<file path="src/rtl/fdma_pkg.sv">
package fdma_pkg;
  localparam int WORD_W     = 32;
  localparam int DESC_WORDS = 4;
  localparam int PAL_BIT    = 28;
  localparam int MAX_BURST  = 16;
  localparam int BLEN_W     = $clog2(MAX_BURST + 1);

  typedef enum logic [2:0] {
    ST_IDLE,   // waiting for enable
    ST_DREQ,   // requesting a descriptor
    ST_DRD,    // receiving descriptor words
    ST_DCHK,   // deciding what the descriptor asks for
    ST_XWAIT,  // waiting for FIFO room
    ST_XREQ,   // requesting a data burst
    ST_XRD     // streaming data words out
  } fetch_state_t;

  function automatic logic [BLEN_W-1:0] burst_words(input logic [1:0] code);
    case (code)
      2'd0:    return BLEN_W'(4);
      2'd1:    return BLEN_W'(8);
      default: return BLEN_W'(16);
    endcase
  endfunction
endpackage

</file>
<file path="src/rtl/fdma_desc_regs.sv">
module fdma_desc_regs
  import fdma_pkg::*;
#(
  parameter int AW    = 32,
  parameter int LEN_W = 24
) (
  input  logic              clk,
  input  logic              rst_n,
  input  logic              load,
  input  logic [1:0]        idx,
  input  logic [WORD_W-1:0] word,
  output logic [AW-1:0]     next_addr,
  output logic [AW-1:0]     src_addr,
  output logic [WORD_W-1:0] frame_id,
  output logic [WORD_W-1:0] cmd,
  output logic [LEN_W-1:0]  xfer_len,
  output logic              is_palette
);
  logic [WORD_W-1:0] slot [DESC_WORDS];

  for (genvar g = 0; g < DESC_WORDS; g++) begin : g_slot
    always_ff @(posedge clk) begin
      if (!rst_n)
        slot[g] <= '0;
      else if (load && idx == 2'(g))
        slot[g] <= word;
    end
  end

  assign next_addr  = slot[0][AW-1:0];
  assign src_addr   = slot[1][AW-1:0];
  assign frame_id   = slot[2];
  assign cmd        = slot[3];
  assign xfer_len   = slot[3][LEN_W-1:0];
  assign is_palette = slot[3][PAL_BIT];
endmodule

</file>
<file path="src/rtl/fdma_burst_calc.sv">
module fdma_burst_calc
  import fdma_pkg::*;
#(
  parameter int LEN_W   = 24,
  parameter int SPACE_W = 7
) (
  input  logic [1:0]         burst_sel,
  input  logic [LEN_W-1:0]   remain,
  input  logic [SPACE_W-1:0] space,
  output logic [BLEN_W-1:0]  blen,
  output logic               room_ok
);
  logic [BLEN_W-1:0] bsize;

  always_comb begin
    bsize   = burst_words(burst_sel);
    blen    = (remain < LEN_W'(bsize)) ? remain[BLEN_W-1:0] : bsize;
    room_ok = (32'(space) >= 32'(blen));
  end
endmodule

</file>
<file path="src/rtl/frame_desc_dma.sv">
module frame_desc_dma
  import fdma_pkg::*;
#(
  parameter int AW         = 32,
  parameter int LEN_W      = 24,
  parameter int FIFO_DEPTH = 64,
  localparam int SPACE_W   = $clog2(FIFO_DEPTH + 1)
) (
  input  logic               clk,
  input  logic               rst_n,
  input  logic               en,
  input  logic [AW-1:0]      start_addr,
  input  logic [1:0]         burst_sel,
  input  logic [SPACE_W-1:0] fifo_space,
  output logic               mem_req_valid,
  input  logic               mem_req_ready,
  output logic [AW-1:0]      mem_req_addr,
  output logic [BLEN_W-1:0]  mem_req_len,
  input  logic               mem_rvalid,
  output logic               mem_rready,
  input  logic [WORD_W-1:0]  mem_rdata,
  output logic               out_valid,
  input  logic               out_ready,
  output logic [WORD_W-1:0]  out_data,
  output logic               out_palette,
  output logic               stat_busy,
  output logic [AW-1:0]      stat_src,
  output logic [WORD_W-1:0]  stat_frame_id,
  output logic [WORD_W-1:0]  stat_cmd,
  output logic               stat_palette
);
  fetch_state_t      state;
  logic [AW-1:0]     desc_addr, cur_src, d_next, d_src;
  logic [LEN_W-1:0]  remain, d_len;
  logic [BLEN_W-1:0] beats, req_len, blen;
  logic [1:0]        didx;
  logic              room_ok, d_pal, desc_load, word_xfer;

  fdma_desc_regs #(.AW(AW), .LEN_W(LEN_W)) u_desc (
    .clk(clk), .rst_n(rst_n), .load(desc_load), .idx(didx), .word(mem_rdata),
    .next_addr(d_next), .src_addr(d_src), .frame_id(stat_frame_id),
    .cmd(stat_cmd), .xfer_len(d_len), .is_palette(d_pal)
  );

  fdma_burst_calc #(.LEN_W(LEN_W), .SPACE_W(SPACE_W)) u_burst (
    .burst_sel(burst_sel), .remain(remain), .space(fifo_space),
    .blen(blen), .room_ok(room_ok)
  );

  assign desc_load = (state == ST_DRD) && mem_rvalid;
  assign word_xfer = (state == ST_XRD) && mem_rvalid && out_ready;

  always_ff @(posedge clk) begin
    if (!rst_n) begin
      state     <= ST_IDLE;
      desc_addr <= '0;
      cur_src   <= '0;
      remain    <= '0;
      beats     <= '0;
      req_len   <= '0;
      didx      <= '0;
    end else begin
      case (state)
        ST_IDLE: if (en) begin
          desc_addr <= start_addr;
          state     <= ST_DREQ;
        end
        ST_DREQ: if (mem_req_ready) begin
          didx  <= '0;
          state <= ST_DRD;
        end
        ST_DRD: if (mem_rvalid) begin
          didx <= didx + 2'd1;
          if (didx == 2'(DESC_WORDS - 1)) state <= ST_DCHK;
        end
        ST_DCHK: begin
          if (!en) begin
            state <= ST_IDLE;
          end else if (d_len == '0) begin
            desc_addr <= d_next;
            state     <= ST_DREQ;
          end else begin
            cur_src <= d_src;
            remain  <= d_len;
            state   <= ST_XWAIT;
          end
        end
        ST_XWAIT: begin
          if (!en) begin
            state <= ST_IDLE;
          end else if (room_ok) begin
            req_len <= blen;
            state   <= ST_XREQ;
          end
        end
        ST_XREQ: if (mem_req_ready) begin
          beats <= req_len;
          state <= ST_XRD;
        end
        ST_XRD: if (word_xfer) begin
          cur_src <= cur_src + AW'(1);
          remain  <= remain - LEN_W'(1);
          beats   <= beats - BLEN_W'(1);
          if (beats == BLEN_W'(1)) begin
            if (!en) begin
              state <= ST_IDLE;
            end else if (remain == LEN_W'(1)) begin
              desc_addr <= d_next;
              state     <= ST_DREQ;
            end else begin
              state <= ST_XWAIT;
            end
          end
        end
        default: state <= ST_IDLE;
      endcase
    end
  end

  always_comb begin
    mem_req_valid = (state == ST_DREQ) || (state == ST_XREQ);
    mem_req_addr  = (state == ST_DREQ) ? desc_addr : cur_src;
    mem_req_len   = (state == ST_DREQ) ? BLEN_W'(DESC_WORDS) : req_len;
    mem_rready    = (state == ST_DRD) || ((state == ST_XRD) && out_ready);
    out_valid     = (state == ST_XRD) && mem_rvalid;
    out_data      = mem_rdata;
    out_palette   = d_pal;
  end

  assign stat_busy    = (state != ST_IDLE);
  assign stat_src     = cur_src;
  assign stat_palette = d_pal;
endmodule

</file>
<file path="config.mk">
export PLATFORM = sky130hd
export DESIGN_NAME = frame_desc_dma
export DESIGN_NICKNAME = d
export VERILOG_FILES = /design/src/rtl/fdma_pkg.sv /design/src/rtl/fdma_desc_regs.sv /design/src/rtl/fdma_burst_calc.sv /design/src/rtl/frame_desc_dma.sv
export SDC_FILE = /design/constraint.sdc
export NUM_CORES = 1
export LEC_CHECK = 0
export BUFFER_PORTS_ARGS = -buffer_cell sky130_fd_sc_hd__buf_2
export CELL_PAD_IN_SITES_DETAIL_PLACEMENT = 2
export CELL_PAD_IN_SITES_GLOBAL_PLACEMENT = 2
export CORE_MARGIN = 1.5
export CORE_UTILIZATION = 31
export DETAILED_ROUTE_END_ITERATION = 7
export PLACE_DENSITY_LB_ADDON = 0.1
export SYNTH_ARGS = -nofsm -noshare
export SYNTH_HDL_FRONTEND = slang
export SYNTH_SLANG_ARGS = --single-unit
export TNS_END_PERCENT = 50
</file>
<file path="constraint.sdc">
create_clock -name clk -period 3.5 [get_ports clk]
set_clock_uncertainty 0.2 [all_clocks]
set_input_delay 0.525 -clock clk [delete_from_list [all_inputs] [get_ports clk]]
set_output_delay 0.525 -clock clk [all_outputs]
set_load 0.02 [all_outputs]
</file>
==> impl_metrics.tcl, run 1 <==
set metrics [dict create \
    outcome "finished with violations" \
    violations "negative setup slack" \
    clk_pin_slew_ps 60 \
    synth_top_family_by_area "simple AND/OR/NAND/NOR gates" \
    floorplan.rows 71 \
    layout_commonest_cell "sky130_fd_sc_hd__buf_2" \
    yosys.area_share.simple 0.214 \
    drt_wl_total_mm 43.8 \
    overflow 0 \
    die_height_um 198 \
    drv_cap 0 \
    cts_num_sinks 231 \
    via_count_of_the_first_global_routing_pass 10800 \
    tns_ps -33.9 \
    dr_total_vias 10100 \
    utilization 0.392 \
    synth_warnings 0 \
    globalRouteMet1Util 0.288 \
    end_kind "flop" \
    global_routing_met2_resource_utilization 0.386 \
    tightestPinTransition_ps 896 \
    timing.final.max_slew_violations 0 \
    clk_latency_ps 570 \
    muxShareOfSynthArea 0.0591 \
    critical_path.max_fanout 2 \
    synthesis.area_per_instance_um2 10.1 \
    total_leakage_power_nw 6.59 \
    cts_buffer_depth 3 \
    postSynth.asyncResetShare 0 \
    numCtsBuffers 29 \
    floorplan.io_pins 250 \
    yosys.area_share.xor_xnor 0.00149 \
    detailed_place_hpwl_mm 31.6 \
    initial_core_util 0.314 \
    finalNetCount 1505 \
    clock_tree_from_tritoncts "yes" \
    num-fill-cells 4099 \
    synth-seq-cells 231 \
    final.min_clock_period_ps 3530 \
    synth_fa_ha_area_frac 0.0170 \
    grt_max_degree 71 \
    final_worst_slack_ps -31.3 \
    edff_count_synth 128 \
    grt_setup_unrepaired "true" \
    multiInputGateArea_um2 5330 \
    grt_usage 0.221 \
    first_pass_grt_wire_length_mm 66.1 \
    timing_hold_violations_final 0 \
    maxClockFrequency_mhz 283 \
    root_buffer "sky130_fd_sc_hd__clkbuf_16" \
    worst-endpoint-arrival_ps 3780 \
    layout-drive-gt1-share 0.297 \
    postSynthNetCount 1263 \
    placed_area_um2 13700 \
    fp.coreArea_um2 37600 \
    seq_area_frac_synth 0.501 \
    die_area_um2 39200 \
    sort_of_element_at_the_start_of_the_critical_path "flop" \
    netlist_instances 1168 \
    use_met3 0.0336 \
    ys_types 67 \
    totalPowerFinal_w 0.00733 \
    critPathRequiredTime_ps 3750 \
    ir_drop_worst_case_vdd_v 0.000371 \
    final_cell_mix "sky130_fd_sc_hd__buf_2 (248), sky130_fd_sc_hd__and2_1 (149), sky130_fd_sc_hd__edfxtp_1 (128), sky130_fd_sc_hd__nand2_1 (108), sky130_fd_sc_hd__dfxtp_1 (102)" \
    die_w_um 198 \
    layout-area-overhead-vs-synth_pct 24.9 \
    peak_usage_layer_in_the_global_routing_report "met2" \
    detail_route.iter0.violations 337 \
    drtPass1Iterations 4 \
    final_critical_path_share_of_the_clock_period 1.01 \
    final_non_filler_cell_area_um2 14700 \
    timing.hold.worst.class "primary input to flop" \
    ys.flop_type "sky130_fd_sc_hd__edfxtp_1" \
    remaining_drc_errors 0 \
    p_per_area_nw_per_um2 498 \
    critPathKind "flop to flop" \
    cts_htree_levels 1 \
    detail-route-antenna-nets 0 \
    finalSetupViolations 2 \
    wire_per_inst_um 22.5 \
    average_via_count_per_standard_cell 5.21 \
    antenna_found_initial 1 \
    register_area_um2 5910 \
    timing.max_slew.rel_slack 0.402 \
    syn_area_um2 11800 \
    globalplace.congestion 0.787 \
    portbufs 249 \
    synth_compound_area_frac 0.151 \
]
synth_stat cells (4+ instances only):
cell,number,area [um2]
sky130_fd_sc_hd__and2_1,150,938
sky130_fd_sc_hd__edfxtp_1,128,3840
sky130_fd_sc_hd__nand2_1,110,413
sky130_fd_sc_hd__dfxtp_1,103,2060
sky130_fd_sc_hd__o21ai_0,67,335
sky130_fd_sc_hd__clkbuf_1,56,210
sky130_fd_sc_hd__a21oi_1,54,270
sky130_fd_sc_hd__nor2_1,53,199
sky130_fd_sc_hd__mux2i_1,37,370
sky130_fd_sc_hd__buf_4,36,270
sky130_fd_sc_hd__o211a_1,34,340
sky130_fd_sc_hd__mux2_2,29,327
sky130_fd_sc_hd__nor3_1,25,125
sky130_fd_sc_hd__nand3_1,22,110
sky130_fd_sc_hd__nor4_1,21,131
sky130_fd_sc_hd__a22oi_1,18,135
sky130_fd_sc_hd__inv_1,18,67.6
sky130_fd_sc_hd__nor2b_1,18,113
sky130_fd_sc_hd__ha_1,16,200
sky130_fd_sc_hd__and3_1,14,87.6
sky130_fd_sc_hd__nand4_1,12,75.1
sky130_fd_sc_hd__a21boi_0,11,82.6
sky130_fd_sc_hd__o22ai_1,9,56.3
sky130_fd_sc_hd__o31ai_1,8,60.1
sky130_fd_sc_hd__a31oi_1,7,43.8
sky130_fd_sc_hd__buf_1,7,26.3
sky130_fd_sc_hd__buf_6,7,78.8
sky130_fd_sc_hd__o211ai_1,7,52.6
sky130_fd_sc_hd__or3_1,6,37.5
sky130_fd_sc_hd__nand2b_1,5,31.3
sky130_fd_sc_hd__o21a_1,5,37.5
sky130_fd_sc_hd__or2_2,5,31.3
sky130_fd_sc_hd__or4_1,5,37.5
sky130_fd_sc_hd__and4_1,4,35.0
sky130_fd_sc_hd__o31a_1,4,35.0
sky130_fd_sc_hd__o41ai_1,4,35.0
through the flow:
step / std cells / hold WS [ps] / setup WS [ps]
after global placement: 1886 / 275 / -189
final: 1945 / 95.8 / -31.3
after CTS: 1942 / 77.6 / -60.1
after detailed placement: 1886 / 285 / -339
after floorplan: 1168 / 257 / 38.1
after global routing: 1944 / 89.5 / -192
cell type report:
cell class / count / share of cell area
clock inverter: 14 / 0.00926
inverter: 18 / 0.00459
multi-input combinational: 811 / 0.362
tap: 511 / 0.0434
sequential: 231 / 0.401
clock buffer: 40 / 0.0541
antenna: 1 / 0.000170
timing repair buffer: 319 / 0.126
cells by family (layout without fill, tap and decap cells):
logic type      Yosys count  count (layout)
flops                   231             231
xor+xnor                  2               2
other cells               0               1
fa+ha+maj                16              16
compound gates          261             261
mux                      66              66
buf+inv                 126             391
simple gates            466             466
state kept, by name (all words and copies together), names as in the netlist:
| signal | cells |
|---|---|
| beats | 5 |
| desc_addr | 32 |
| didx | 2 |
| remain | 24 |
| req_len | 5 |
| stat_src | 32 |
| state | 3 |
| u_desc.slot | 128 |
worst paths after layout:
check | from | endpoint | slack [ps] | cells after the start
max | remain[7] | state[2] | -30 | 10
min | mem_rdata[24] | u_desc.slot[3][24] | 100 | 2
max reg2reg | remain[7] | state[2] | -30 | 10
min reg2reg | remain[21] | remain[21] | 290 | 2
power breakdown:
| part | switching, W | internal, W |
|---|---|---|
| combinational | 0.000741 | 0.000467 |
| clock | 0.00123 | 0.00174 |
| sequential | 0.000128 | 0.00303 |
| total | 0.00209 | 0.00524 |
layer usage:
| layer | part of all wire | up-vias |
|---|---|---|
| met2 | 0.49 | 202 |
| met5 | 0 | - |
| met3 | 0.041 | 54 |
| li1 | - | 4706 |
| met1 | 0.45 | 5171 |
| met4 | 0.020 | 0 |
worst max-delay path, cell delays in order, from the launching register on:
cell and delay [ps]:
sky130_fd_sc_hd__dfxtp_2 320, sky130_fd_sc_hd__or4_4 560, sky130_fd_sc_hd__nor4b_4 310, sky130_fd_sc_hd__and4b_2 310
sky130_fd_sc_hd__mux2i_2 270, sky130_fd_sc_hd__ha_1 310, sky130_fd_sc_hd__a2111oi_4 310, sky130_fd_sc_hd__o21ai_2 110
sky130_fd_sc_hd__or4_4 430, sky130_fd_sc_hd__a21boi_2 180, sky130_fd_sc_hd__o32ai_1 100
timing repair:
action | 4_1_cts | 5_1_grt
pin swaps | 1 | 9
buffers inserted | 2 | 2
hold buffers | 0 | 0
resized for setup | 5 | 13
cloned | 0 | 0
endpoints found under the setup margin | 6 | 7
No activity file was read; power rests on OpenSTA's default activity.
==> inputs of run 2 (changes only) <==
--- a/config.mk
+++ b/config.mk
@@ -5,11 +5,12 @@
 export SDC_FILE = /design/constraint.sdc
 export NUM_CORES = 1
 export LEC_CHECK = 0
+export ABC_AREA = 1
 export BUFFER_PORTS_ARGS = -buffer_cell sky130_fd_sc_hd__buf_2
 export CELL_PAD_IN_SITES_DETAIL_PLACEMENT = 2
 export CELL_PAD_IN_SITES_GLOBAL_PLACEMENT = 2
 export CORE_MARGIN = 1.5
-export CORE_UTILIZATION = 31
+export CORE_UTILIZATION = 28
 export DETAILED_ROUTE_END_ITERATION = 7
 export PLACE_DENSITY_LB_ADDON = 0.1
 export SYNTH_ARGS = -nofsm -noshare
==> run 2 against run 1 <==
Net effect: flip-flop and latch count did not move; wire length up 19%; via count increased by 16%; worst setup slack better by 250 ps; sequential power increased by 12%; synthesized cell count rose by 38%; final area increased by 1.4%; clock power increased by 4%; non-clock buffer count shrank 41; hold slack got worse by 18 ps; combinational power rose to 2.9 times the previous value; cell count grew 25%; the flow now finishes without violations.
==> impl_metrics.tcl, run 2 <==
set metrics [dict create \
    postSynthNetCount 1708 \
    final.min_clock_period_ps 3290 \
    layout_commonest_cell "sky130_fd_sc_hd__nand2_1" \
    grt_usage 0.229 \
    remaining_drc_errors 0 \
    synth_warnings 0 \
    critPathKind "flop to output port" \
    globalplace.congestion 0.833 \
    initial_core_util 0.284 \
    antenna_found_initial 9 \
    seq_area_frac_synth 0.481 \
    critPathRequiredTime_ps 2770 \
    synthesis.area_per_instance_um2 7.61 \
    largest_register_ffs 128 \
    intPower_w 0.00612 \
    edff_count_synth 128 \
    die_height_um 212 \
    wl_met3_mm 2.49 \
    synth_largest_type_area_fraction 0.313 \
    post_cts_buffers 0 \
    ys_types 37 \
    drv_cap 0 \
    timing.hold.worst.class "primary input to flop" \
    maxClockFrequency_mhz 304 \
    post_synth_most_frequent_cells "sky130_fd_sc_hd__nand2_1 (414), sky130_fd_sc_hd__nor2_1 (323), sky130_fd_sc_hd__inv_1 (139)" \
    final_worst_slack_ps 215 \
    max_flop_register "u_desc.slot" \
    average_via_count_per_standard_cell 4.84 \
    post_synth_main_area_contributors "sky130_fd_sc_hd__edfxtp_1 (31%), sky130_fd_sc_hd__dfxtp_1 (17%), sky130_fd_sc_hd__nand2_1 (13%), sky130_fd_sc_hd__nor2_1 (9.9%), sky130_fd_sc_hd__inv_1 (4.3%)" \
    dr_total_vias 11800 \
    utilization 0.346 \
    detail_route.iter0.violations 598 \
    netlist_instances 1613 \
    p_switching_w 0.00408 \
    via_count_of_the_first_global_routing_pass 12400 \
    cts_buffer_depth 3 \
    tightestPinTransition_ps 868 \
    floorplan.io_pins 250 \
    power.share.sequential 0.348 \
    clock_tree_from_tritoncts "yes" \
    p_per_area_nw_per_um2 683 \
    root_buffer "sky130_fd_sc_hd__clkbuf_16" \
    layout-area-overhead-vs-synth_pct 21.7 \
    finalNetCount 1917 \
    drt_wl_total_mm 52.0 \
    grt_setup_unrepaired "false" \
    timing_hold_violations_final 0 \
    drtPass1Iterations 5 \
    grt_max_degree 71 \
    syn_area_um2 12300 \
    clk_latency_ps 590 \
    dr.max_layer_used "met5" \
    wire_per_inst_um 21.4 \
    hold_buffers 0 \
    clk_pin_slew_ps 60 \
    outcome "finished, final reports clean" \
    cts_num_sinks 231 \
    overflow 0 \
    yosysTopAreaCell "sky130_fd_sc_hd__edfxtp_1" \
    layout-drive-gt1-share 0.213 \
    total_leakage_power_nw 6.76 \
    portbufs 249 \
    most_common_cell_in_the_netlist "sky130_fd_sc_hd__nand2_1" \
    fp.coreArea_um2 43200 \
    finalSetupViolations 0 \
    end_kind "output port" \
    numCtsBuffers 30 \
    detail-route-antenna-nets 0 \
    clock_power_share 0.303 \
    detailed_place_hpwl_mm 39.1 \
    power.combinational.fraction 0.348 \
    timing.final.max_slew_violations 0 \
    cts_htree_levels 1 \
    first_pass_grt_wire_length_mm 77.1 \
    postSynth.asyncResetShare 0 \
    power.share.switching 0.400 \
    timing.max_slew.rel_slack 0.421 \
    worst-endpoint-arrival_ps 2560 \
    synth-seq-cells 231 \
    drt-met1-wl_mm 24.8 \
    floorplan.rows 76 \
    sort_of_element_at_the_start_of_the_critical_path "flop" \
    route.met2.wl_mm 23.5 \
    pre_cts_slack_ps -11.4 \
    die_w_um 212 \
    die_area_um2 45100 \
    ys.flop_type "sky130_fd_sc_hd__edfxtp_1" \
    final_critical_path_share_of_the_clock_period 0.939 \
    final_cell_mix "sky130_fd_sc_hd__nand2_1 (413), sky130_fd_sc_hd__nor2_1 (319), sky130_fd_sc_hd__buf_2 (249), sky130_fd_sc_hd__inv_1 (138), sky130_fd_sc_hd__edfxtp_1 (128)" \
    ir_drop_worst_case_vdd_v 0.000347 \
    critical_path.max_fanout 32 \
]
-- run 2: kinds of logic (layout without fill, tap and decap cells) --
logic type,after synthesis,count (layout),share of synthesized area
AO/OA/AOI/OAI,189,189,0.0804
other,0,1,0
XOR/XNOR,7,7,0.00500
flip-flops,231,231,0.481
multiplexers,32,32,0.0294
buffers and inverters,248,479,0.0920
adder cells (fa/ha/maj),16,16,0.0163
AND/OR/NAND/NOR,890,891,0.296
-- run 2: path summary, 6_finish.rpt --
check                start                to  slack (ps)  cells after the start
min reg2reg   desc_addr[1]      desc_addr[1]         270                      2
max               state[0]  mem_req_addr[18]         210                      8
min          mem_req_ready          state[0]          80                      4
max reg2reg      remain[9]        req_len[3]         360                     19
-- run 2: power by group through the flow --
| stage | Combinational [W] | Sequential (W) | Clock (W) |
|---|---|---|---|
| 6_report | 0.00355 | 0.00355 | 0.00309 |
| 5_1_grt | 0.00394 | 0.00360 | 0.00326 |
| 4_1_cts | 0.00357 | 0.00356 | 0.00316 |
| 3_5_place_dp | 0.00354 | 0.00361 | 0 |
| 3_3_place_gp | 0.00345 | 0.00359 | 0 |
| 2_1_floorplan | 0.00227 | 0.00361 | 0 |
-- run 2: area by class of cell --
class                   instances  area [um2]
fillers                      5099       28200
multi-input cells            1135        5270
repair buffers                278        1510
diodes                          1        2.50
flip-flops and latches        231        5910
inverters                     146         548
clock buffers                  36         783
clock inverters                19         184
well taps                     585         732
-- run 2: what timing repair did --
| item | in CTS | in global routing |
|---|---|---|
| setup endpoints to repair | 0 | 10 |
| resized for setup | 0 | 7 |
| endpoints found under the hold margin | 0 | 0 |
-- run 2: layer usage --
metal / vias up / track usage
li1: 5583 / -
met1: 5820 / 0.324
met2: 268 / 0.363
met3: 75 / 0.0399
met4: 12 / 0.0523
met5: - / 0
-- run 2: critical path: stages (launching register included) --
cell	delay, ps
sky130_fd_sc_hd__dfxtp_1	390
sky130_fd_sc_hd__inv_2	90
sky130_fd_sc_hd__nor2_1	290
sky130_fd_sc_hd__inv_2	140
sky130_fd_sc_hd__nor2_4	370
sky130_fd_sc_hd__buf_12	220
sky130_fd_sc_hd__nand2_1	70
sky130_fd_sc_hd__o21ai_0	150
sky130_fd_sc_hd__buf_2	240
-- run 2: stage by stage --
stage | TNS [ps] | cell area, um2 | total power (W) | hold slack, ps | instances
finish | 0 | 14900 | 0.0102 | 77.5 | 2431
detailed placement | -11.4 | 13900 | 0.00715 | 258 | 2374
global route | 0 | 14900 | 0.0108 | 118 | 2430
global placement | 0 | 13900 | 0.00704 | 249 | 2374
floorplan | 0 | 12300 | 0.00588 | 237 | 1613
CTS | 0 | 14900 | 0.0103 | 65.5 | 2429
